$ cat src/rtl/glue_pkg.sv
package glue_pkg;
  localparam int DATA_W      = 32;
  localparam int ADDR_W      = 2;
  localparam int N_ULED      = 2;
  localparam int N_TCLK      = 2;
  localparam int LED_MAP_BIT = 2;
  localparam int CFG_REL_BIT = 6;
  localparam int CFG_NMI_BIT = 7;
  localparam int TMR_DIR_LSB = 4;
  localparam int IDX_LED     = 0;
  localparam int IDX_CFG     = 1;
  localparam int IDX_TMR     = 2;
endpackage

$ cat src/rtl/glue_regfile.sv
module glue_regfile
  import glue_pkg::*;
#(
  parameter int DW  = DATA_W,
  parameter int AW  = ADDR_W,
  parameter int NL  = N_ULED,
  parameter int NT  = N_TCLK
) (
  input  logic          clk,
  input  logic          rst,
  input  logic          wr,
  input  logic          rd,
  input  logic [AW-1:0] addr,
  input  logic [DW-1:0] wdata,
  output logic [DW-1:0] rdata,
  output logic [NL-1:0] uled_q,
  output logic          map_q,
  output logic          rel_q,
  output logic          nmi_en_q,
  output logic [NT-1:0] tdir_q
);
  localparam int TMR_MSB = TMR_DIR_LSB + NT - 1;

  logic sel_led, sel_cfg, sel_tmr;
  logic [DW-1:0] rd_val;

  assign sel_led = (addr == AW'(IDX_LED));
  assign sel_cfg = (addr == AW'(IDX_CFG));
  assign sel_tmr = (addr == AW'(IDX_TMR));

  always_ff @(posedge clk) begin
    if (rst) begin
      uled_q   <= '0;
      map_q    <= 1'b1;
      rel_q    <= 1'b0;
      nmi_en_q <= 1'b0;
      tdir_q   <= '0;
    end else if (wr) begin
      if (sel_led) begin
        uled_q <= wdata[NL-1:0];
        map_q  <= wdata[LED_MAP_BIT];
      end
      if (sel_cfg) begin
        rel_q    <= wdata[CFG_REL_BIT];
        nmi_en_q <= wdata[CFG_NMI_BIT];
      end
      if (sel_tmr) begin
        tdir_q <= wdata[TMR_MSB:TMR_DIR_LSB];
      end
    end
  end

  // Read mux: the release bit of the config register is never exposed.
  always_comb begin
    rd_val = '0;
    if (sel_led) begin
      rd_val[NL-1:0]      = uled_q;
      rd_val[LED_MAP_BIT] = map_q;
    end else if (sel_cfg) begin
      rd_val[CFG_NMI_BIT] = nmi_en_q;
    end else if (sel_tmr) begin
      rd_val[TMR_MSB:TMR_DIR_LSB] = tdir_q;
    end
  end

  always_ff @(posedge clk) begin
    if (rst) begin
      rdata <= '0;
    end else if (rd) begin
      rdata <= rd_val;
    end
  end
endmodule

$ cat src/rtl/glue_sig_out.sv
module glue_sig_out (
  input  logic clk,
  input  logic rst,
  input  logic cfg_done_i,
  input  logic nmi_ext_i,
  input  logic nmi_en,
  input  logic rel,
  output logic led_status_o,
  output logic nmi_cpu_o,
  output logic config_drv_low_o
);
  always_ff @(posedge clk) begin
    if (rst) begin
      led_status_o <= 1'b1;
      nmi_cpu_o    <= 1'b0;
    end else begin
      led_status_o <= ~cfg_done_i;
      nmi_cpu_o    <= nmi_ext_i & nmi_en;
    end
  end

  // Open-drain enable: pull low unless software has released the line.
  assign config_drv_low_o = ~rel;
endmodule

$ cat src/rtl/glue_tclk_route.sv
module glue_tclk_route #(
  parameter int NT = 2
) (
  input  logic [NT-1:0] dir,
  input  logic [NT-1:0] pin_i,
  input  logic [NT-1:0] tout_i,
  output logic [NT-1:0] pin_o,
  output logic [NT-1:0] pin_oe,
  output logic [NT-1:0] tinp_o
);
  for (genvar g = 0; g < NT; g++) begin : g_ch
    assign pin_oe[g] = dir[g];
    assign pin_o[g]  = dir[g] & tout_i[g];
    assign tinp_o[g] = pin_i[g];
  end
endmodule

$ cat src/rtl/glue_ctl_regs.sv
module glue_ctl_regs
  import glue_pkg::*;
#(
  parameter int DW = DATA_W,
  parameter int AW = ADDR_W,
  parameter int NL = N_ULED,
  parameter int NT = N_TCLK
) (
  input  logic          clk,
  input  logic          rst,
  input  logic          bus_wr,
  input  logic          bus_rd,
  input  logic [AW-1:0] bus_addr,
  input  logic [DW-1:0] bus_wdata,
  output logic [DW-1:0] bus_rdata,
  input  logic          cfg_done_i,
  output logic          led_status_o,
  output logic [NL-1:0] led_user_o,
  output logic          map_large_o,
  output logic          config_drv_low_o,
  input  logic          nmi_ext_i,
  output logic          nmi_cpu_o,
  input  logic [NT-1:0] tclk_pin_i,
  output logic [NT-1:0] tclk_pin_o,
  output logic [NT-1:0] tclk_pin_oe,
  input  logic [NT-1:0] cpu_tout_i,
  output logic [NT-1:0] cpu_tinp_o
);
  logic          rel_q, nmi_en_q;
  logic [NT-1:0] tdir_q;

  glue_regfile #(.DW(DW), .AW(AW), .NL(NL), .NT(NT)) u_regs (
    .clk      (clk),
    .rst      (rst),
    .wr       (bus_wr),
    .rd       (bus_rd),
    .addr     (bus_addr),
    .wdata    (bus_wdata),
    .rdata    (bus_rdata),
    .uled_q   (led_user_o),
    .map_q    (map_large_o),
    .rel_q    (rel_q),
    .nmi_en_q (nmi_en_q),
    .tdir_q   (tdir_q)
  );

  glue_sig_out u_sig (
    .clk              (clk),
    .rst              (rst),
    .cfg_done_i       (cfg_done_i),
    .nmi_ext_i        (nmi_ext_i),
    .nmi_en           (nmi_en_q),
    .rel              (rel_q),
    .led_status_o     (led_status_o),
    .nmi_cpu_o        (nmi_cpu_o),
    .config_drv_low_o (config_drv_low_o)
  );

  glue_tclk_route #(.NT(NT)) u_tclk (
    .dir    (tdir_q),
    .pin_i  (tclk_pin_i),
    .tout_i (cpu_tout_i),
    .pin_o  (tclk_pin_o),
    .pin_oe (tclk_pin_oe),
    .tinp_o (cpu_tinp_o)
  );
endmodule

$ cat config.mk
export PLATFORM = sky130hd
export DESIGN_NAME = glue_ctl_regs
export DESIGN_NICKNAME = d
export VERILOG_FILES = /design/src/rtl/glue_pkg.sv /design/src/rtl/glue_regfile.sv /design/src/rtl/glue_sig_out.sv /design/src/rtl/glue_tclk_route.sv /design/src/rtl/glue_ctl_regs.sv
export SDC_FILE = /design/constraint.sdc
export NUM_CORES = 1
export LEC_CHECK = 0
export BUFFER_PORTS_ARGS = -buffer_cell sky130_fd_sc_hd__buf_2
export CORE_MARGIN = 4
export CORE_UTILIZATION = 35
export DETAILED_ROUTE_END_ITERATION = 16
export PLACE_DENSITY = 0.89
export SLEW_MARGIN = 20
export SYNTH_ARGS = -nofsm -noshare
export SYNTH_HDL_FRONTEND = slang
export SYNTH_SLANG_ARGS = --single-unit
$ cat constraint.sdc
create_clock -name clk -period 0.8 [get_ports clk]
set_input_delay 0 -clock clk [delete_from_list [all_inputs] [get_ports clk]]
set_output_delay 0 -clock clk [all_outputs]
set_load 0.005 [all_outputs]
# After elaboration in Yosys (flattened, before gate mapping)
# Cells that the tools add are included.
[word_totals]
word_cells = 25
register_bits = 15
[classes]
n_mux = 6
reduce_logical = 4
eq_ne = 2
bitwise_logic = 5
[ops]
columns = ["op", "count"]
rows = [
  ["2-bit 2-to-1 mux", 3],
  ["2-bit AND reduction", 3],
  ["1-bit bitwise AND", 3],
  ["3-bit 2-to-1 mux", 1],
  ["2-bit by 1-bit == test with 1-bit output, second input constant", 1],
  ["2-bit == test, second input constant", 1],
  ["2-bit zero test", 1],
  ["1-bit 2-to-1 mux", 2],
  ["1-bit NOT", 2],
]

# Depth between registers and ports, before layout
[logic_depth]
ltp_word = 4
mapped_depth = 3

# By module
# From an unflattened synthesis, not the netlist that was laid out.
[hier_totals]
hier_cells = 96
hier_area_um2 = 883.3
[by_module_without_submodules]
columns = ["mod", "seq_area_each_um2", "n_inst", "cells_each", "area_per_inst_um2"]
rows = [
  ["glue_regfile", 260.2, 1, 85, 782.0],
  ["glue_sig_out", 40.0, 1, 5, 58.8],
  ["glue_tclk_route", 0.0, 1, 6, 42.5],
]

# Least setup slack after synthesis
# Ideal clock, no wire load.
[synth_timing]
kind = "register to register"
start = "register u_regs.tdir_q[0]"
end = "register u_regs.rdata[4]"
arrival_time_ps = 570
synth_period_minus_slack_ps = 640
t_required_ps = 730
setup_time_ps = 70
n_path_buf = 0
setup_slack_ps = 160
path_stages_with_launch = 3
cell_sequence = "dfxtp_1 > nand4b_1 > a21oi_1"
[synth_between]
elab_chain_cells = 3
[synth_rtl]
columns = ["element", "line_no", "rtl"]
rows = [
  ["from (decl)", "glue_regfile.sv:20", "output logic [NT-1:0] tdir_q"],
  ["from (signal assigned)", "glue_regfile.sv:48", "tdir_q <= wdata[TMR_MSB:TMR_DIR_LSB];"],
  ["2-bit 2-to-1 mux", "glue_regfile.sv:61", "end else if (sel_tmr) begin"],
  ["2-bit 2-to-1 mux", "glue_regfile.sv:59", "end else if (sel_cfg) begin"],
  ["2-bit 2-to-1 mux", "glue_regfile.sv:56", "if (sel_led) begin"],
  ["to (signal assigned)", "glue_regfile.sv:70", "rdata <= rd_val;"],
  ["to (decl)", "glue_regfile.sv:15", "output logic [DW-1:0] rdata,"],
]
# No other way between the ends.
# A chain may end at the register's enable or synchronous reset.

# Worst setup path after layout
[layout_timing]
start = "register u_regs.tdir_q[0]"
end = "output tclk_pin_o[0]"
[layout_between]
elab_chain_cells = 1
[layout_rtl]
columns = ["element", "line_no", "rtl"]
rows = [
  ["1-bit bitwise AND", "glue_tclk_route.sv:13", "assign pin_o[g] = dir[g] & tout_i[g];"],
  ["to (decl)", "glue_ctl_regs.sv:24", "output logic [NT-1:0] tclk_pin_o,"],
]
# No other way between the ends.

==> flow_summary.json <==
{
  "maxSlewViolCount": 0,
  "clock_sinks": 15,
  "num-nets-final": 182,
  "cts.path.max_buffers": 2,
  "grt_usage_pct": 9.024,
  "drcViolationCount": 0,
  "syn_to_final_growth_pct": 26.33,
  "core_area_mm2": 0.002297,
  "setup_viol": 2,
  "netlist-cell-type-count": 17,
  "hold_viol_final": 0,
  "pin_count": 88,
  "start_kind": "flip-flop",
  "dieWidth_um": 57.85,
  "ant_nets": 0,
  "grt_antenna_before_repair": 0,
  "drt_wl_total_um": 1611,
  "period_share_pct": 105.9,
  "met1_usage_pct": 10.41,
  "fin_tns_setup_ns": -0.09200,
  "ff2ff_setup_slack_ns": 0.03,
  "clk_pin_slew_ns": 0.09,
  "htree_levels": 1,
  "port_buffers": 32,
  "layout_commonest_cell": "buf_2",
  "antenna_cells": 0,
  "arrival_ns": 0.85,
  "syn_avg_cell_area_um2": 9.154,
  "die_area_mm2": 0.003346,
  "vias": 655,
  "num_rows": 17,
  "place.gp.congestion": 0.7465,
  "wl_per_cell_um": 9.764,
  "dpl_cell_area_um2": 942.2,
  "setup_ws_ns": -0.04720,
  "grt_max_degree": 23,
  "met2_usage_pct": 14.35,
  "seq_area_um2": 307.8,
  "mostFrequentLayoutCells": "buf_2, conb_1, nand2b_1",
  "skew_ns": 0.0008685,
  "vias_per_cell": 3.970,
  "firstDrtPassIters": 4,
  "initial_core_util_pct": 37.85,
  "fmax_mhz": 1180,
  "fin_crit_ns": 0.8472,
  "violations": "setup timing",
  "ys_warn_count": 0,
  "outcome": "complete, but fails checks",
  "clockRootBuffer": "clkbuf_4",
  "rsz0062_at_grt": "yes",
  "fillCellCount": 232,
  "leakage_nw": 0.5176,
  "cts_tree": "built",
  "hold_class": "primary input to output port",
  "holdWs_ns": 0.000002282,
  "clock_latency_ns": 0.28,
  "multiInputGateArea_um2": 440.4,
  "grt_busiest_layer": "met2",
  "fp.dieH_um": 57.85,
  "crit_type": "flip-flop to output port",
  "cts_made_buffers": 3,
  "ys_ff_latch": 15,
  "grt_pass1_wl_um": 2339,
  "synth-seq-area-share_pct": 34.53,
  "syn_area_um2": 869.6,
  "layout-drive-gt1-share_pct": 35.77,
  "crit_fanout": 3,
  "vdd_ir_drop_max_uv": 764.2,
  "first_global_vias": 529,
  "grt-ovfl-total": 0,
  "max_cap_viol_count": 0,
  "first_iter_violations": 10,
  "p_per_area_mw_per_mm2": 1304,
  "grtUsageMet3_pct": 4.009,
  "required_ns": 0.80,
  "fin_area_mm2": 0.001099,
  "hpwl_um": 1236,
  "endpoint_kind": "output port",
  "netlist_instances": 95
}
cell usage after synthesis:
master / instances / area, um^2
nand4bb_1: 3 / 33.78
a21oi_1: 6 / 30.03
nand2_1: 1 / 3.750
and3b_1: 1 / 8.760
and2_1: 2 / 12.51
inv_1: 1 / 3.750
dfxtp_1: 15 / 300.3
buf_2: 2 / 10.01
conb_1: 1 / 3.750
buf_4: 28 / 210.2
nand4b_1: 3 / 26.28
and3b_2: 1 / 10.01
clkbuf_1: 1 / 3.750
nor3b_2: 1 / 12.51
mux2i_1: 7 / 70.07
nand2b_1: 19 / 118.9
nor2_1: 3 / 11.26
cells by family after synthesis:
group                  count (synthesis)  synth area share [%]
flip-flops                            15                 34.53
multiplexers                           7                 8.058
buffers and inverters                 32                 26.19
AO/OA/AOI/OAI                          6                 3.453
other                                  1                0.4312
AND/OR/NAND/NOR                       34                 27.34
critical path: stages (launching register included):
cell and delay, ns:
dfxtp_2 0.34, and2_4 0.13, buf_6 0.10
path summary, 6_finish.rpt:
path | from | to | depth (start not counted)
max reg2reg | u_regs.tdir_q[0] | u_regs.rdata[4] | 3
min reg2reg | u_regs.nmi_en_q | u_sig.nmi_cpu_o | 2
max | u_regs.tdir_q[0] | tclk_pin_o[0] | 2
min | tclk_pin_i[0] | cpu_tinp_o[0] | 0
area by class of cell:
cell class              count  area share (%)
multi-input cells          73           40.09
well taps                  28           3.189
repair buffers             44           25.97
flip-flops and latches     15           28.02
inverters                   1          0.3417
clock buffers               4           2.392
repair_timing:
| item | CTS | global route |
|---|---|---|
| endpoints found under the hold margin | 9 | 0 |
| gates resized for setup | 2 | 9 |
| hold buffers | 9 | 0 |
| buffers inserted | 2 | 0 |
| pin swaps | 0 | 3 |
| setup endpoints to repair | 4 | 8 |
report_power, final:
| part | leakage (nW) | internal [W] | switching [W] | total [W] |
|---|---|---|---|---|
| clock | 0.0150 | 0.000193 | 0.000236 | 0.000429 |
| sequential | 0.124 | 0.000767 | 0.0000107 | 0.000778 |
| combinational | 0.379 | 0.000124 | 0.000102 | 0.000226 |
through the flow:
step	setup WS, ns	power, W	instances	utilization (%)
6_report	-0.04720	0.001432	165	47.82
3_3_place_gp	0.06380	0.0009725	150	41.01
3_5_place_dp	0.04507	0.0009747	150	41.01
5_1_grt	-0.09222	0.001527	165	47.82
2_1_floorplan	0.1598	0.0009978	120	-
4_1_cts	-0.07128	0.001445	165	46.84
metal layers:
layer | wire length (um) | part of all wire, %
met1 | 622 | 39
met2 | 767 | 48
met3 | 220 | 14
met4 | 0 | 0
met5 | 0 | 0
state kept, by name (all words and copies together), names as in the netlist:
register,count
u_sig.nmi_cpu_o,1
u_regs.map_q,1
u_sig.led_status_o,1
u_regs.tdir_q,2
u_regs.rel_q,1
u_regs.rdata,6
u_regs.nmi_en_q,1
u_regs.uled_q,2
Note: power is estimated with default switching activity, not from simulation.
